--- config.mk ---
export PLATFORM = sky130hd
export DESIGN_NAME = ea_gen
export DESIGN_NICKNAME = d
export VERILOG_FILES = /design/src/rtl/eag_pkg.sv /design/src/rtl/eag_decode.sv /design/src/rtl/eag_walk.sv /design/src/rtl/eag_index_add.sv /design/src/rtl/ea_gen.sv
export SDC_FILE = /design/constraint.sdc
export NUM_CORES = 1
export LEC_CHECK = 0
export BUFFER_PORTS_ARGS = -buffer_cell sky130_fd_sc_hd__buf_4
export CAP_MARGIN = 20
export CORE_MARGIN = 1.5
export CORE_UTILIZATION = 40
export DETAILED_ROUTE_END_ITERATION = 6
export HOLD_SLACK_MARGIN = 0.15
export PLACE_DENSITY_LB_ADDON = 0.05
export SYNTH_ARGS = -nofsm -noshare
export SYNTH_HDL_FRONTEND = slang
export SYNTH_HIERARCHICAL = 1
export SYNTH_SLANG_ARGS = --single-unit
--- constraint.sdc ---
create_clock -name clk -period 12 [get_ports clk]
set_clock_uncertainty 0.2 [all_clocks]
set_input_delay 2.4 -clock clk [delete_from_list [all_inputs] [get_ports clk]]
set_output_delay 2.4 -clock clk [all_outputs]
set_load 0.01 [all_outputs]
--- src/rtl/eag_pkg.sv ---
package eag_pkg;

   typedef enum logic [2:0] {
      AM_IMM8      = 3'd0,
      AM_ABS8      = 3'd1,
      AM_ABS16     = 3'd2,
      AM_IDX       = 3'd3,
      AM_IDX_OFF8  = 3'd4,
      AM_IDX_OFF16 = 3'd5,
      AM_ACC       = 3'd6,
      AM_XREG      = 3'd7
   } am_e;

   typedef struct packed {
      logic illegal;
      logic indirect;
      logic use_y;
      logic ptr16;
      logic add_idx;
      logic imm;
      logic reg_op;
   } eag_ctl_t;

endpackage

--- src/rtl/eag_decode.sv ---
module eag_decode
   import eag_pkg::*;
#(
   parameter int            DW       = 8,
   parameter logic [DW-1:0] PFX_SWAP = 'h90,
   parameter logic [DW-1:0] PFX_IND  = 'h92,
   parameter logic [DW-1:0] PFX_BOTH = 'h91
) (
   input  logic [DW-1:0] prefix,
   input  logic [2:0]    mode,
   input  logic          one_op,
   input  logic          wr_back,
   output eag_ctl_t      ctl
);

   am_e  am;
   logic swap, ind;
   logic ok_one, ok_two, ind_ok;
   logic is_imm, is_reg, wide, indexed, bad;

   assign am   = am_e'(mode);
   assign swap = (prefix == PFX_SWAP) || (prefix == PFX_BOTH);
   assign ind  = (prefix == PFX_IND)  || (prefix == PFX_BOTH);

   always_comb begin
      ok_one  = 1'b0;
      ok_two  = 1'b0;
      ind_ok  = 1'b0;
      is_imm  = 1'b0;
      is_reg  = 1'b0;
      wide    = 1'b0;
      indexed = 1'b0;
      case (am)
         AM_IMM8: begin
            ok_two = 1'b1;
            is_imm = 1'b1;
         end
         AM_ABS8: begin
            ok_one = 1'b1;
            ok_two = 1'b1;
            ind_ok = 1'b1;
         end
         AM_ABS16: begin
            ok_two = 1'b1;
            ind_ok = 1'b1;
            wide   = 1'b1;
         end
         AM_IDX: begin
            ok_one  = 1'b1;
            ok_two  = 1'b1;
            indexed = 1'b1;
         end
         AM_IDX_OFF8: begin
            ok_one  = 1'b1;
            ok_two  = 1'b1;
            ind_ok  = 1'b1;
            indexed = 1'b1;
         end
         AM_IDX_OFF16: begin
            ok_two  = 1'b1;
            ind_ok  = 1'b1;
            wide    = 1'b1;
            indexed = 1'b1;
         end
         AM_ACC, AM_XREG: begin
            ok_one = 1'b1;
            is_reg = 1'b1;
         end
         default: begin
            ok_one = 1'b0;
         end
      endcase
   end

   assign bad = (one_op ? !ok_one : !ok_two)
              || (ind && !ind_ok)
              || (is_imm && wr_back);

   always_comb begin
      ctl          = '0;
      ctl.illegal  = bad;
      ctl.indirect = ind && !bad;
      ctl.use_y    = swap && !bad;
      ctl.ptr16    = ind && wide && !bad;
      ctl.add_idx  = indexed && !bad;
      ctl.imm      = is_imm && !bad;
      ctl.reg_op   = is_reg && !bad;
   end

endmodule

--- src/rtl/eag_walk.sv ---
module eag_walk #(
   parameter int AW      = 16,
   parameter int DW      = 8,
   parameter bit ZP_WRAP = 1'b1
) (
   input  logic          clk,
   input  logic          rst_n,
   input  logic          start,
   input  logic          ptr16,
   input  logic [DW-1:0] ptr_at,
   output logic          mem_req,
   output logic [AW-1:0] mem_addr,
   input  logic          mem_rvalid,
   input  logic [DW-1:0] mem_rdata,
   output logic          busy,
   output logic          done,
   output logic [AW-1:0] ptr_val
);

   localparam int HI_PAD = AW - DW;

   typedef enum logic [2:0] {
      W_IDLE, W_WAIT0, W_ISSUE1, W_WAIT1, W_DONE
   } wst_e;

   wst_e          st_q, st_d;
   logic [DW-1:0] at_q, hi_q, lo_q;
   logic          wide_q;
   logic [AW-1:0] next_addr;

   generate
      if (ZP_WRAP) begin : g_zp_wrap
         assign next_addr = {{HI_PAD{1'b0}}, at_q + DW'(1)};
      end else begin : g_full_inc
         assign next_addr = {{HI_PAD{1'b0}}, at_q} + AW'(1);
      end
   endgenerate

   always_comb begin
      st_d     = st_q;
      mem_req  = 1'b0;
      mem_addr = '0;
      case (st_q)
         W_IDLE: begin
            if (start) begin
               mem_req  = 1'b1;
               mem_addr = {{HI_PAD{1'b0}}, ptr_at};
               st_d     = W_WAIT0;
            end
         end
         W_WAIT0: begin
            if (mem_rvalid) st_d = wide_q ? W_ISSUE1 : W_DONE;
         end
         W_ISSUE1: begin
            mem_req  = 1'b1;
            mem_addr = next_addr;
            st_d     = W_WAIT1;
         end
         W_WAIT1: begin
            if (mem_rvalid) st_d = W_DONE;
         end
         W_DONE:  st_d = W_IDLE;
         default: st_d = W_IDLE;
      endcase
   end

   always_ff @(posedge clk or negedge rst_n) begin
      if (!rst_n) begin
         st_q   <= W_IDLE;
         at_q   <= '0;
         hi_q   <= '0;
         lo_q   <= '0;
         wide_q <= 1'b0;
      end else begin
         st_q <= st_d;
         if (st_q == W_IDLE && start) begin
            at_q   <= ptr_at;
            wide_q <= ptr16;
            hi_q   <= '0;
            lo_q   <= '0;
         end
         if (st_q == W_WAIT0 && mem_rvalid) begin
            if (wide_q) hi_q <= mem_rdata;
            else        lo_q <= mem_rdata;
         end
         if (st_q == W_WAIT1 && mem_rvalid) lo_q <= mem_rdata;
      end
   end

   assign busy    = (st_q != W_IDLE);
   assign done    = (st_q == W_DONE);
   assign ptr_val = AW'({hi_q, lo_q});

endmodule

--- src/rtl/eag_index_add.sv ---
module eag_index_add #(
   parameter int AW = 16,
   parameter int DW = 8
) (
   input  logic [AW-1:0] base,
   input  logic [DW-1:0] idx,
   input  logic          en,
   output logic [AW-1:0] sum
);

   localparam int PAD = AW - DW;

   logic [AW-1:0] idx_ext;

   generate
      if (PAD > 0) begin : g_pad
         assign idx_ext = en ? {{PAD{1'b0}}, idx} : '0;
      end else begin : g_nopad
         assign idx_ext = en ? idx[AW-1:0] : '0;
      end
   endgenerate

   assign sum = base + idx_ext;

endmodule

--- src/rtl/ea_gen.sv ---
module ea_gen
   import eag_pkg::*;
#(
   parameter int            AW       = 16,
   parameter int            DW       = 8,
   parameter logic [DW-1:0] PFX_SWAP = 'h90,
   parameter logic [DW-1:0] PFX_IND  = 'h92,
   parameter logic [DW-1:0] PFX_BOTH = 'h91,
   parameter bit            ZP_WRAP  = 1'b1
) (
   input  logic          clk,
   input  logic          rst_n,
   input  logic          go,
   input  logic [DW-1:0] prefix,
   input  logic [2:0]    mode,
   input  logic          one_op,
   input  logic          wr_back,
   input  logic [DW-1:0] op_lo,
   input  logic [DW-1:0] op_hi,
   input  logic [DW-1:0] idx_x,
   input  logic [DW-1:0] idx_y,
   output logic          mem_req,
   output logic [AW-1:0] mem_addr,
   input  logic          mem_rvalid,
   input  logic [DW-1:0] mem_rdata,
   output logic          ea_ready,
   output logic [AW-1:0] ea,
   output logic          ea_imm,
   output logic          ea_reg,
   output logic          ea_use_y,
   output logic          ea_illegal
);

   localparam int HI_PAD = AW - DW;

   generate
      if (AW != 2 * DW) begin : g_bad_width
         $error("ea_gen: AW must be twice DW to hold a two-byte pointer");
      end
      if (PFX_SWAP == PFX_IND || PFX_SWAP == PFX_BOTH || PFX_IND == PFX_BOTH) begin : g_bad_pfx
         $error("ea_gen: prefix codes must be distinct");
      end
   endgenerate

   eag_ctl_t      ctl;
   logic          walk_busy, walk_done, walk_start;
   logic          fire, direct_fire, addr_out_ok;
   logic [AW-1:0] ptr_val, base_direct, add_base, sum;
   logic [DW-1:0] idx_now, idx_q, add_idx_v;
   logic          add_q, use_y_q, add_en;
   am_e           am;

   eag_decode #(
      .DW       (DW),
      .PFX_SWAP (PFX_SWAP),
      .PFX_IND  (PFX_IND),
      .PFX_BOTH (PFX_BOTH)
   ) u_dec (
      .prefix  (prefix),
      .mode    (mode),
      .one_op  (one_op),
      .wr_back (wr_back),
      .ctl     (ctl)
   );

   assign fire        = go && !walk_busy;
   assign direct_fire = fire && (ctl.illegal || !ctl.indirect);
   assign walk_start  = fire && ctl.indirect;

   eag_walk #(
      .AW      (AW),
      .DW      (DW),
      .ZP_WRAP (ZP_WRAP)
   ) u_walk (
      .clk        (clk),
      .rst_n      (rst_n),
      .start      (walk_start),
      .ptr16      (ctl.ptr16),
      .ptr_at     (op_lo),
      .mem_req    (mem_req),
      .mem_addr   (mem_addr),
      .mem_rvalid (mem_rvalid),
      .mem_rdata  (mem_rdata),
      .busy       (walk_busy),
      .done       (walk_done),
      .ptr_val    (ptr_val)
   );

   assign am      = am_e'(mode);
   assign idx_now = ctl.use_y ? idx_y : idx_x;

   always_comb begin
      case (am)
         AM_ABS8, AM_IDX_OFF8:   base_direct = {{HI_PAD{1'b0}}, op_lo};
         AM_ABS16, AM_IDX_OFF16: base_direct = AW'({op_hi, op_lo});
         default:                base_direct = '0;
      endcase
   end

   always_ff @(posedge clk or negedge rst_n) begin
      if (!rst_n) begin
         idx_q   <= '0;
         add_q   <= 1'b0;
         use_y_q <= 1'b0;
      end else if (walk_start) begin
         idx_q   <= idx_now;
         add_q   <= ctl.add_idx;
         use_y_q <= ctl.use_y;
      end
   end

   assign add_base  = walk_done ? ptr_val : base_direct;
   assign add_idx_v = walk_done ? idx_q : idx_now;
   assign add_en    = walk_done ? add_q : ctl.add_idx;

   eag_index_add #(
      .AW (AW),
      .DW (DW)
   ) u_add (
      .base (add_base),
      .idx  (add_idx_v),
      .en   (add_en),
      .sum  (sum)
   );

   assign addr_out_ok = walk_done
                      || (direct_fire && !ctl.illegal && !ctl.imm && !ctl.reg_op);

   assign ea_ready   = direct_fire || walk_done;
   assign ea         = addr_out_ok ? sum : '0;
   assign ea_imm     = direct_fire && ctl.imm;
   assign ea_reg     = direct_fire && ctl.reg_op;
   assign ea_illegal = direct_fire && ctl.illegal;
   assign ea_use_y   = walk_done ? use_y_q : (direct_fire && ctl.use_y);

endmodule

Word level (Yosys, flattened, before mapping)
Index checks and enable logic that the tools add are counted.
{ "op_classes": {"addsub": 2, "n_eq_ne": 17, "n_mux": 32, "reduce_logical": 48} }
{ "op_table": {"columns": ["op", "n"], "rows": [
  ["$mux 8", 11],
  ["$pmux 16 s2", 2],
  ["$mux 16", 2],
  ["$eq 8x8->1 const B", 3],
  ["$logic_and 1x1->1", 22],
  ["$add 16x16->16", 1],
  ["$eq 3x3->1 const B", 5],
  ["$eq 3x2->1 const B", 4],
  ["$mux 3", 4],
  ["$pmux 3 s4", 1],
  ["$mux 1", 11],
  ["$add 8x1->8 const B", 1],
  ["$logic_not 1->1", 8],
  ["$logic_or 1x1->1", 7],
  ["$eq 3x1->1 const B", 2],
  ["$logic_not 3->1", 2],
  ["$reduce_or 2->1", 3],
  ["$reduce_or 6->1", 1],
  ["$reduce_or 5->1", 1],
  ["$ne 2x2->1 const B", 2],
  ["$reduce_or 4->1", 1],
  ["$reduce_and 3->1", 1],
  ["$reduce_bool 3->1", 1],
  ["$reduce_or 3->1", 1],
  ["other kinds (2)", 2]
]} }
{ "word_totals": {"reg_bits": 38, "inputBits": 57, "out_inout_bits": 38, "word_cells": 107} }

Logic depth before layout (Yosys ltp)
Gate-level depths: netlist of run 1.
{ "depth": {"ltp_word": 17, "depth_mapped": 16, "mapped_depth_nobuf": 15} }

Cells and area by module
The synthesis of run 1 kept the hierarchy.
{ "modules_own_cells": {"columns": ["module", "instances", "cells_per_inst", "area_per_inst_um2", "seq_area_each_um2"], "rows": [
  ["eag_walk", 1, 132, 1337.5, 700.7],
  ["ea_gen", 1, 95, 969.7, 250.2],
  ["eag_index_add", 1, 73, 554.3, 0.0],
  ["eag_decode", 1, 29, 202.7, 0.0]
]} }

Least setup slack after synthesis of run 1
Ideal clock, no wire load.
{ "synth_timing": {"kind": "input port to output port", "startpoint": "input prefix[3]", "endpoint": "output ea[8]", "arrival_time_ns": 5.792, "t_required_ns": 9.400, "slack_ns": 3.608, "stages": 15, "path_buffers": 1, "cell_sequence": "nor4b_1 -> nand2_1 -> a2111oi_4 -> buf_2 -> mux2_2 -> mux2_2 -> and2_1 -> ha_1 -> fa_1 -> a21o_1 -> a41oi_1 -> and2_1 -> o21ai_1 -> xor2_1 -> nor2b_1"} }
{ "synth_rtl": {"columns": ["element", "line_no", "source"], "rows": [
  ["start: declaration", "ea_gen.sv:14", "input logic [DW-1:0] prefix,"],
  ["end: declaration", "ea_gen.sv:27", "output logic [AW-1:0] ea,"]
]} }

==> reports/metrics.csv, run 1 <==
stage;metric;value;unit
status;status;complete, no violations;
clocking;clock latency on the worst-skew pair;0.29;ns
timing;Hold Vio Cnt, Final;0;
setup_path;Worst path max stage delay;0.69;ns
routing;detailed-route via count;2711;
routing;First-pass DRT Iterations;4;
setup_path;CP max-delay cell;a2111oi_4;
setup_path;CP endpoint kind;primary output;
timing;Slew Viols, Final;0;
clocking;clk sinks;38;
clocking;Root Buffer Master;clkbuf_8;
timing;Final TNS setup;0;ns
placement;HPWL Detailed;5.90;mm
setup_path;Crit path required time;9.40;ns
synth;Yosys reg bits;38;
timing;worst hold margin;0.310;ns
clocking;total CTS buffers;5;
power;total power;0.000380;W
global_routing;grt ovf;0;
setup_path;crit path launch type;input pin;
routing;initial drt markers;63;
cells_and_area;share of layout cells above drive strength 1;33.8;%
floorplan;die area;0.00819;sq mm
routing;DRT met1 WL;3.54;mm
timing;Worst-Margin Slew;0.705;ns
routing;via/cell ratio;5.32;
timing;# setup viols final;0;
worst_hold_path;worst hold path class;reg2reg;
power;Int Pwr;0.000279;W
routing;drt total wl;7.52;mm
synth;ys flop type;dfrtp_1;
clocking;TritonCTS clock tree;done;
timing;Final Worst Setup Slack;3.03;ns
cells_and_area;Layout area overhead;27.2;%
synth;Netlist Area Pre-Place;0.00306;sq mm
global_routing;initial antenna violation count;0;
routing;Antenna Nets Post-Route;0;
placement;pre-CTS setup slack;3.02;ns
power;Peak VDD IR;71.0;uV
clocking;# hold bufs at CTS;0;
clocking;clock buffer depth;2;
placement;port buffer count;86;
timing;RSZ-0062 raised after global routing;false;
power;Clk pwr share;36.6;%
routing;met3 WL;342;um
timing;post-layout min period;8.97;ns
timing;Max-slew headroom;53.0;%
synth;register area share after synthesis;31.0;%
routing;DR top layer;met4;
floorplan;floorplan row count;31;
routing;WL met2;3.58;mm
synth;Mean Syn Cell Area;9.31;sq um
routing;drc violations;0;
power;power per standard cell area;97.6;mW/mm^2
setup_path;CP top delay family;compound AO/OA/AOI/OAI gates;
floorplan;I/O pin count;95;
synth;warning count from the yosys run;6;
setup_path;Worst Path Max Fanout;10;
cells_and_area;nets;477;
placement;GP Congestion;0.826;
synth;ys async rst share;100;%
floorplan;Initial Utilization;41.8;%
clocking;Setup Buffers After CTS;0;
global_routing;Total GRT Usage;18.8;%
floorplan;die height;90.5;um
clocking;H-tree Lvls;2;
floorplan;die width;90.5;um
setup_path;CP Cell Sequence;buf_4 > nor2_1 > xnor2_1 > inv_1 > a2111oi_4 > mux2_2 > mux2_2 > and2_1 > ha_1 > fa_1 > a21o_1 > a41oi_1 > and2_1 > o21ai_1 > xor2_1 > nor2b_1 > buf_4;
synth;Post-synth EDFFs;0;
placement;placed cells;502;
routing;Routed wire per std cell;14.7;um
setup_path;Bufs and invs on worst path;3;
power;Sequential Power Share;40.4;%
power;switching portion of total power;26.7;%
setup_path;WP data arrival;6.37;ns
timing;final critical-path share of the clock period;74.8;%
global_routing;vias in the first global route;2685;
cells_and_area;post-route insts no fill;510;
flow_run;Maximum Capacitance Violations;0;
cells_and_area;fill count;716;
power;Net Switching;0.000101;W
cells_and_area;Antenna diodes;0;
synth;distinct cell type count of the synthesized netlist;52;
power;leakage power;1.92;nW
global_routing;first-pass GRT wire length;12.6;mm
timing;f_max;111;MHz
setup_path;Crit Path Category;in2out;
clocking;PostCTS Resize Cnt;0;
floorplan;Core Area;0.00733;sq mm
clocking;Worst-path clk slew;0.08;ns
power;combinational share of power;23.0;%
global_routing;largest net degree at the start of global routing;39;
synth;Mapped Cells;329;
power groups by stage:
stage,combinational (W),clock (W),sequential [W]
after detailed placement,0.0000883,0,0.000156
final,0.0000874,0.000139,0.000154
after global placement,0.0000868,0,0.000156
after floorplan,0.0000580,0,0.000152
after global routing,0.0000972,0.000146,0.000156
after CTS,0.0000886,0.000142,0.000154
layer usage:
| layer | GRT usage, % | up-vias |
|---|---|---|
| met4 | 3.84 | 0 |
| met5 | 0 | - |
| li1 | - | 1336 |
| met2 | 31.4 | 69 |
| met3 | 2.86 | 4 |
| met1 | 25.6 | 1302 |
layout by cell type, fill, tap and decap left out, drive strengths merged, types with 2 or more instances in the layout:
master	count
nand3	12
o21bai	2
o211ai	4
bufinv	2
xor2	7
mux2	27
xnor2	10
nor2	9
clkbuf	6
mux2i	3
a21oi	12
nand2b	5
and2	12
nand2	44
or4	3
and3	3
and2b	3
o21ai	8
nand3b	2
a21o	3
nor3	6
nor4b	2
ha	9
a22o	33
o21a	2
or3b	2
a211oi	2
inv	5
dfrtp	38
o2111ai	4
conb	8
nor3b	4
nor2b	19
buf	89
stage by stage:
stage	util (%)	instance area, sq um
floorplan	-	3090
global placement	51.1	3750
detailed placement	51.2	3750
CTS	53.1	3900
global route	53.1	3900
finish	53.1	3900
layout make-up:
| type | instances | area, sq um | share of cell area (%) |
|---|---|---|---|
| inverters | 5 | 18.8 | 0.482 |
| repair buffers | 89 | 668 | 17.1 |
| multi-input cells | 271 | 1990 | 51.1 |
| flip-flops and latches | 38 | 951 | 24.4 |
| clock inverters | 2 | 60.1 | 1.54 |
| well taps | 99 | 124 | 3.18 |
| clock buffers | 6 | 82.6 | 2.12 |
worst register-to-register path, stage by stage (launching register included):
cell and delay (ns):
dfrtp_1 0.50, or3_1 0.40, and2b_1 0.28, nand2_1 0.34, inv_1 0.23, nor4b_1 0.27, buf_4 0.24, a21oi_1 0.16
a22o_1 0.27
state kept, by name (all words and copies together), names as in the netlist:
signal	cells
idx_q	8
u_walk/st_q	3
add_q	1
use_y_q	1
u_walk/hi_q	8
u_walk/wide_q	1
u_walk/at_q	8
u_walk/lo_q	8
cells in the mapped netlist, types with 3 or more instances:
master | instances | area share (%)
a21oi_2 | 3 | 0.86
and2_1 | 12 | 2.4
ha_1 | 9 | 3.7
nand3_1 | 12 | 2.0
o2111ai_1 | 4 | 1.1
nor3_1 | 4 | 0.65
mux2_2 | 27 | 9.9
xnor2_1 | 10 | 2.9
inv_1 | 4 | 0.49
buf_4 | 10 | 2.4
nor2b_1 | 19 | 3.9
xor2_1 | 7 | 2.0
nand2_1 | 44 | 5.4
buf_2 | 11 | 1.8
nor2_1 | 9 | 1.1
a21o_1 | 3 | 0.73
and3_1 | 3 | 0.61
a22o_1 | 32 | 9.1
dfrtp_1 | 38 | 31
a21oi_1 | 7 | 1.1
o21ai_0 | 7 | 1.1
o211ai_1 | 4 | 0.98
nand2b_1 | 5 | 1.0
mux2i_1 | 3 | 0.98
or4_1 | 3 | 0.73
nor3b_1 | 4 | 0.98
logic make-up after synthesis:
family	after synthesis	share of synthesized area, %
and+or+nand+nor	132	23.5
AOI/OAI and AO/OA	74	20.3
DFF	38	31.0
muxes	30	10.9
buffers and inverters	27	4.98
xor gates and xnor gates	17	4.86
adders and majority gates	10	4.33
other	1	0.122
worst paths after layout:
kind | from | end | slack, ns | cells past startpoint
setup / recovery | mode[0] | ea[8] | 3.03 | 17
hold / removal | u_walk/hi_q[7] | u_walk/hi_q[7] | 0.31 | 1
setup reg to reg | u_walk/st_q[1] | u_walk/hi_q[2] | 9.02 | 8
hold reg to reg | u_walk/hi_q[7] | u_walk/hi_q[7] | 0.31 | 1
max in group asynchronous | rst_n | u_walk/hi_q[7] | 9.37 | 1
min in group asynchronous | rst_n | use_y_q | 1.87 | 1
(Power assumes the default switching activity.)
==> run 2: changes to the inputs <==
==> constraint.sdc (replaced) <==
create_clock -name clk -period 9.2 [get_ports clk]
set_clock_uncertainty 0.2 [all_clocks]
set_input_delay 1.84 -clock clk [delete_from_list [all_inputs] [get_ports clk]]
set_output_delay 1.84 -clock clk [all_outputs]
set_load 0.01 [all_outputs]
==> run 2 against run 1 <==
  * Flip-flop and latch count unchanged
  * Sequential share of layout area unchanged
  * Hold slack got worse by 0.0032 ns
  * Total power increased by 31%
  * Via count decreased by 0.96%
  * Critical endpoint unchanged
  * Combinational power increased by 30%
  * Critical path type unchanged
  * Non-clock buffer count unchanged
  * Cell area unchanged
  * Core utilization unchanged
  * Clock power increased by 30%
  * First-iteration DRC count increased by 75%
==> reports/metrics.csv, run 2 (same netlist as run 1, synthesis figures left out) <==
stage;metric;value;unit;change
setup_path;Worst Path Max Fanout;10;;unchanged
clocking;TritonCTS clock tree;done;;unchanged
setup_path;WP data arrival;5.82;ns;was 6.37 ns
timing;final critical-path share of the clock period;85.4;%;
timing;Final TNS setup;0;ns;unchanged
setup_path;Worst path max stage delay;0.69;ns;about the same
global_routing;initial antenna violation count;0;;unchanged
global_routing;first-pass GRT wire length;12.6;mm;about the same
clocking;Setup Buffers After CTS;0;;unchanged
cells_and_area;Antenna diodes;0;;unchanged
timing;Slew Viols, Final;0;;unchanged
routing;via/cell ratio;5.26;;was 5.32
clocking;clk sinks;38;;unchanged
setup_path;CP endpoint kind;primary output;;unchanged
power;Peak VDD IR;69.1;uV;was 71.0 uV
clocking;# hold bufs at CTS;0;;unchanged
worst_hold_path;Hold Crit Depth;1;;unchanged
clocking;clock latency on the worst-skew pair;0.29;ns;about the same
clocking;Root Buffer Master;clkbuf_8;;unchanged
timing;post-layout min period;7.86;ns;
cells_and_area;most frequent cells in the layout;89 x buf_4, 44 x nand2_1, 38 x dfrtp_1, 32 x a22o_1, 27 x mux2_2;;unchanged
placement;HPWL Detailed;5.89;mm;was 5.90 mm
routing;drt total wl;7.58;mm;was 7.52 mm
setup_path;Bufs and invs on worst path;3;;unchanged
floorplan;die area;0.00819;sq mm;unchanged
clocking;Worst-path clk slew;0.08;ns;about the same
clocking;H-tree Lvls;2;;unchanged
worst_hold_path;min-delay src;idx_q[2];;was u_walk/hi_q[7]
timing;Max-slew headroom;35.1;%;was 53.0%
global_routing;vias in the first global route;2620;;was 2685
global_routing;Total GRT Usage;18.8;%;about the same
cells_and_area;Layout area overhead;27.2;%;unchanged
setup_path;worst r2r src;u_walk/st_q[2];;was u_walk/st_q[1]
floorplan;die width;90.5;um;unchanged
floorplan;die height;90.5;um;unchanged
cells_and_area;share of layout cells above drive strength 1;33.8;%;unchanged
power;total power;0.000496;W;was 0.000380 W
routing;drc violations;0;;unchanged
setup_path;CP Cell Sequence;buf_4 > nor2_1 > xnor2_1 > inv_1 > a2111oi_4 > mux2_2 > mux2_2 > and2_1 > ha_1 > fa_1 > a21o_1 > a41oi_1 > and2_1 > o21ai_1 > xor2_1 > nor2b_1 > buf_4;;unchanged
cells_and_area;most common cell after layout, fill and taps aside;buf_4;;unchanged
floorplan;Core Area;0.00733;sq mm;unchanged
setup_path;CP max-delay cell;a2111oi_4;;unchanged
placement;port buffer count;86;;unchanged
power;power per standard cell area;127;mW/mm^2;was 97.6 mW/mm^2
global_routing;grt ovf;0;;unchanged
status;status;complete, no violations;;unchanged
clocking;PostCTS Resize Cnt;0;;unchanged
timing;# setup viols final;0;;unchanged
clocking;clock buffer depth;2;;unchanged
timing;Hold Vio Cnt, Final;0;;unchanged
routing;detailed-route via count;2685;;was 2711
setup_path;reg2reg end;u_walk/hi_q[2];;unchanged
setup_path;CP top delay family;compound AO/OA/AOI/OAI gates;;unchanged
cells_and_area;nets;477;;unchanged
cells_and_area;Multi-input gate area;0.00199;sq mm;unchanged
floorplan;I/O pin count;95;;unchanged
global_routing;largest net degree at the start of global routing;39;;unchanged
power;leakage power;1.92;nW;unchanged
worst_hold_path;worst hold path class;reg2reg;;unchanged
setup_path;Crit path required time;7.16;ns;was 9.40 ns
placement;GP Congestion;0.842;;was 0.826
timing;f_max;127;MHz;
setup_path;flop-to-flop setup slack;6.16;ns;was 9.02 ns
routing;Routed wire per std cell;14.9;um;was 14.7 um
timing;worst hold margin;0.307;ns;was 0.310 ns
routing;Antenna Nets Post-Route;0;;unchanged
flow_run;Maximum Capacitance Violations;0;;unchanged
setup_path;Crit Path Category;in2out;;unchanged
timing;Final Worst Setup Slack;1.34;ns;was 3.03 ns
worst_hold_path;end of the worst hold path;idx_q[2];;was u_walk/hi_q[7]
floorplan;Initial Utilization;41.8;%;unchanged
routing;initial drt markers;110;;was 63
setup_path;crit path launch type;input pin;;unchanged
setup_path;Worst Reg-to-Reg Cells;8;;unchanged
clocking;total CTS buffers;5;;unchanged
timing;Worst-Margin Slew;0.970;ns;was 0.705 ns
timing;RSZ-0062 raised after global routing;false;;unchanged
cells_and_area;fill count;686;;was 716
floorplan;floorplan row count;31;;unchanged
routing;First-pass DRT Iterations;4;;unchanged
placement;pre-CTS setup slack;1.33;ns;was 3.02 ns
cells_and_area;Register Area;951;sq um;unchanged
run 2: layer usage:
| layer | track usage, % | vias to the layer above | routed length, um |
|---|---|---|---|
| met2 | 31.3 | 65 | 3640 |
| met4 | 2.38 | 0 | 23 |
| met5 | 0 | - | 0 |
| met1 | 25.4 | 1285 | 3560 |
| li1 | - | 1333 | - |
| met3 | 4.55 | 2 | 349 |
run 2: layout make-up:
type                    count  share of cell area (%)
multi-input cells         271                    51.1
well taps                  99                    3.18
clock inverters             2                    1.54
clock buffers               6                    2.12
inverters                   5                   0.482
repair buffers             89                    17.1
flip-flops and latches     38                    24.4
run 2: report_power, final:
| part | total [W] | leakage (nW) | internal [W] | switching, W |
|---|---|---|---|---|
| clock network | 0.000181 | 0.0714 | 0.000116 | 0.0000656 |
| logic | 0.000114 | 1.32 | 0.0000614 | 0.0000525 |
| registers | 0.000201 | 0.522 | 0.000186 | 0.0000144 |
run 2: how the worst max path moves through the flow:
stage,start,end,slack [ns],cells past startpoint
4_1_cts,mode[0],ea[8],1.31,17
3_5_place_dp,mode[0],ea[8],1.33,17
5_1_grt,mode[0],ea[12],1.02,17
6_report,mode[0],ea[8],1.34,17
3_3_place_gp,mode[0],ea[8],1.31,17
2_1_floorplan,prefix[3],ea[8],1.93,15
run 2: through the flow:
step | cell area, sq um | util [%] | instances
6_report | 3900 | 53.1 | 510
5_1_grt | 3900 | 53.1 | 510
4_1_cts | 3900 | 53.1 | 510
3_5_place_dp | 3750 | 51.2 | 502
3_3_place_gp | 3750 | 51.1 | 501
2_1_floorplan | 3090 | - | 336
==> run 3: changes to the inputs <==
--- a/config.mk
+++ b/config.mk
@@ -5,11 +5,12 @@
 export SDC_FILE = /design/constraint.sdc
 export NUM_CORES = 1
 export LEC_CHECK = 0
-export BUFFER_PORTS_ARGS = -buffer_cell sky130_fd_sc_hd__buf_4
+export ABC_AREA = 1
 export CAP_MARGIN = 20
 export CORE_MARGIN = 1.5
 export CORE_UTILIZATION = 40
 export DETAILED_ROUTE_END_ITERATION = 6
+export DONT_BUFFER_PORTS = 1
 export HOLD_SLACK_MARGIN = 0.15
 export PLACE_DENSITY_LB_ADDON = 0.05
 export SYNTH_ARGS = -nofsm -noshare
==> run 3 against run 2 <==
  * The run now ends with DRC left
  * Synthesized cell count grew 82%
  * Critical path depth is 6 higher
  * Register-to-register slack improved by 0.81 ns
  * Sequential share of layout area grew 0.49 points
  * Count of clock-buffer cells in the layout is the same
  * Cell count rose by 38%
  * Fmax is 9.5% higher
  * Total power down 10%
  * Sequential power fell by 9%
  * Combinational power is 28% lower
  * Core utilization fell by 9.8 points
  * Largest cell class unchanged
==> reports/metrics.csv, run 3 <==
stage;metric;value;unit;change
setup_path;crit path launch type;input pin;;unchanged
setup_path;Crit Path Category;in2out;;unchanged
clocking;Root Buffer Master;clkbuf_8;;unchanged
setup_path;Worst Reg-to-Reg Cells;11;;was 8
clocking;Setup Buffers After CTS;0;;unchanged
cells_and_area;most common cell after layout, fill and taps aside;nand2_1;;was buf_4
global_routing;grt met3 use;4.04;%;was 4.55%
floorplan;Initial Utilization;41.6;%;was 41.8%
placement;DP Area;0.00368;sq mm;was 0.00375 sq mm
global_routing;initial antenna violation count;0;;unchanged
power;leakage power;2.25;nW;was 1.92 nW
routing;Routed wire per std cell;12.6;um;was 14.9 um
clocking;clk sinks;38;;unchanged
cells_and_area;Layout area overhead;4.20;%;was 27.2%
cells_and_area;nets;661;;was 477
synth;Netlist Area Pre-Place;0.00367;sq mm;was 0.00306 sq mm
clocking;total CTS buffers;5;;unchanged
clocking;# hold bufs at CTS;0;;unchanged
synth;most frequent cell after synthesis;nand2_1;;unchanged
cells_and_area;post-route cell area;0.00382;sq mm;was 0.00390 sq mm
clocking;H-tree Lvls;2;;unchanged
cells_and_area;post-layout util;43.4;%;was 53.1%
synth;Post-synth EDFFs;0;;unchanged
routing;via/cell ratio;4.85;;was 5.26
clocking;clock buffer depth;2;;unchanged
flow_run;Maximum Capacitance Violations;0;;unchanged
setup_path;CP startpoint;mode[2];;was mode[0]
timing;post-layout min period;7.18;ns;was 7.86 ns
global_routing;largest net degree at the start of global routing;39;;unchanged
cells_and_area;fill count;969;;was 686
clocking;PostCTS Resize Cnt;0;;unchanged
setup_path;CP max-delay cell;nor2_1;;was a2111oi_4
routing;initial drt markers;97;;was 110
synth;ys flop type;dfrtp_1;;unchanged
status;failing checks;DRC;;
setup_path;CP Cell Sequence;nand2_1 > or2_0 > nand2_1 > a21oi_2 > nand2_2 > nor2_1 > clkinv_1 > nand2_1 > nand2_1 > nand2_1 > o21ai_0 > nand2_1 > inv_1 > ha_1 > fa_1 > nand2_1 > nand2_1 > and2_4 > nand2_2 > nand2_2 > xor2_1 > inv_1 > nor2_2;;was buf_4 > nor2_1 > xnor2_1 > inv_1 > a2111oi_4 > mux2_2 > mux2_2 > and2_1 > ha_1 > fa_1 > a21o_1 > a41oi_1 > and2_1 > o21ai_1 > xor2_1 > nor2b_1 > buf_4
floorplan;die height;98.7;um;was 90.5 um
synth;ranking of synthesized cells by area;dfrtp_1 26%, nand2_1 23%, inv_1 9.2%;;was dfrtp_1 31%, mux2_2 9.9%, a22o_1 9.1%
placement;GP Congestion;0.853;;was 0.842
synth;distinct cell type count of the synthesized netlist;39;;was 52
worst_hold_path;worst hold path class;reg2reg;;unchanged
setup_path;CP endpoint kind;primary output;;unchanged
status;status;finished with violations;;was complete, no violations
timing;RSZ-0062 raised after global routing;false;;unchanged
timing;Worst-Margin Slew;0.790;ns;was 0.970 ns
synth;Yosys reg bits;38;;unchanged
synth;share of the synthesized area in the top cell type;25.9;%;was 31.0%
global_routing;first-pass GRT wire length;15.3;mm;was 12.6 mm
setup_path;cell depth of the worst setup path;23;;was 17
global_routing;met1 Use GR;25.8;%;was 25.4%
floorplan;die width;98.7;um;was 90.5 um
synth;warning count from the yosys run;6;;unchanged
synth;Mean Syn Cell Area;6.11;sq um;was 9.31 sq um
setup_path;Worst path max stage delay;0.51;ns;was 0.69 ns
clocking;TritonCTS clock tree;done;;unchanged
cells_and_area;share of layout cells above drive strength 1;11.4;%;was 33.8%
global_routing;Total GRT Usage;19.3;%;was 18.8%
setup_path;Worst Path Max Fanout;10;;unchanged
setup_path;cell mode on critical path;nand2_1;;
timing;f_max;139;MHz;was 127 MHz
synth;Post-synth top cells;227 x nand2_1, 90 x inv_1, 54 x nor2_1;;was 44 x nand2_1, 38 x dfrtp_1, 32 x a22o_1
setup_path;crit path to;ea[8];;unchanged
global_routing;grt ovf;0;;unchanged
floorplan;I/O pin count;95;;unchanged
cells_and_area;most frequent cells in the layout;227 x nand2_1, 90 x inv_1, 54 x nor2_1, 52 x nand3_1, 38 x dfrtp_1;;was 89 x buf_4, 44 x nand2_1, 38 x dfrtp_1, 32 x a22o_1, 27 x mux2_2
cells_and_area;Antenna diodes;0;;unchanged
floorplan;Core Area;0.00881;sq mm;was 0.00733 sq mm
timing;final critical-path share of the clock period;78.0;%;was 85.4%
placement;port buffer count;0;;was 86
routing;drt total wl;8.89;mm;was 7.58 mm
power;power per standard cell area;117;mW/mm^2;was 127 mW/mm^2
synth;Mapped Cells;600;;was 329
setup_path;CP top delay family;simple AND/OR/NAND/NOR gates;;was compound AO/OA/AOI/OAI gates
setup_path;flop-to-flop setup slack;6.97;ns;was 6.16 ns
routing;First-pass DRT Iterations;6;;was 4
placement;HPWL Detailed;7.20;mm;was 5.89 mm
setup_path;reg2reg end;u_walk/at_q[6];;was u_walk/hi_q[2]
routing;Antenna Nets Post-Route;0;;unchanged
floorplan;floorplan row count;34;;was 31
synth;cell taking the most area after synthesis;dfrtp_1;;unchanged
timing;Slew Viols, Final;0;;unchanged
synth;register area share after synthesis;25.9;%;was 31.0%
synth;ys async rst share;100;%;unchanged
global_routing;GRT Max-Usage Layer;met2;;unchanged
routing;detailed-route via count;3408;;was 2685
global_routing;grt met2 use;32.1;%;was 31.3%
setup_path;WP data arrival;5.14;ns;was 5.82 ns
timing;Final TNS setup;0;ns;unchanged
global_routing;vias in the first global route;3316;;was 2620
clocking;Worst-path clk slew;0.08;ns;about the same
floorplan;die area;0.00975;sq mm;was 0.00819 sq mm
clocking;clock latency on the worst-skew pair;0.29;ns;about the same
timing;# setup viols final;0;;unchanged
timing;Max-slew headroom;46.8;%;was 35.1%
timing;Hold Vio Cnt, Final;0;;unchanged
setup_path;worst r2r src;u_walk/st_q[2];;unchanged
setup_path;Bufs and invs on worst path;3;;unchanged
power;Peak VDD IR;78.8;uV;was 69.1 uV
worst_hold_path;min-delay src;add_q;;was idx_q[2]
setup_path;Crit path required time;7.16;ns;about the same
routing;drc violations;5;;was 0
run 3: changes by cell type in the layout (fill, tap and decap cells not counted), sizes merged, moves of 9 or more:
cell	before	now
nand2	44	245
xnor2	10	1
nand3	12	53
a22o	33	0
inv	5	100
and2	12	1
mux2	27	0
o21ai	8	35
nor2	9	69
nor2b	19	0
buf	89	1
run 3: report_power, final:
group,internal (W),total [W],switching [W]
sequential,0.000177,0.000183,0.00000566
combinational,0.0000276,0.0000822,0.0000546
clock,0.000116,0.000181,0.0000650
total,0.000321,0.000446,0.000125
run 3: cell families (layout without fill, tap and decap cells):
family	after synthesis	in the layout	share of synthesized area (%)
compound gates	42	42	6.96
buf+inv	123	111	15.2
xor+xnor	8	8	1.91
flops	38	38	25.9
simple gates	378	378	46.2
fa+ha+maj	10	10	3.62
other cells	1	8	0.102
run 3: how the worst min path moves through the flow:
stage / end / cells after the start
after floorplan: add_q / 2
after global placement: add_q / 2
after detailed placement: add_q / 2
after CTS: add_q / 2
after global routing: add_q / 2
final: add_q / 2
run 3: worst reg2reg max path, stage by stage, from the launching register on:
cell	delay, ns
dfrtp_1	0.42
inv_2	0.10
nand2_4	0.08
inv_1	0.07
nand2_1	0.09
nor2_4	0.14
nand2_2	0.09
inv_2	0.26
nand2_4	0.24
inv_4	0.27
nand2_1	0.14
o21ai_2	0.07
run 3: cell type report:
cell class	instances	area, sq um	share of cell area [%]
Sequential cell	38	951	24.9
Multi-Input combinational cell	446	2190	57.3
Clock inverter	2	60.1	1.57
Tap cell	108	135	3.54
Timing Repair Buffer	1	7.51	0.197
Clock buffer	6	82.6	2.16
Inverter	102	395	10.4
run 3: through the flow:
| stage | hold WS, ns | instances | power, W | setup WS [ns] |
|---|---|---|---|---|
| global route | 0.322 | 703 | 0.000471 | 1.66 |
| global placement | 0.268 | 695 | 0.000268 | 2.18 |
| finish | 0.293 | 703 | 0.000446 | 2.02 |
| floorplan | 0.253 | 607 | 0.000256 | 2.87 |
| CTS | 0.295 | 703 | 0.000452 | 2.02 |
| detailed placement | 0.275 | 695 | 0.000269 | 2.04 |
run 3: per-layer routing:
metal	vias to the layer above	wire, um
met4	0	68
met3	7	491
met5	-	0
met2	73	4080
li1	1781	-
met1	1547	4240
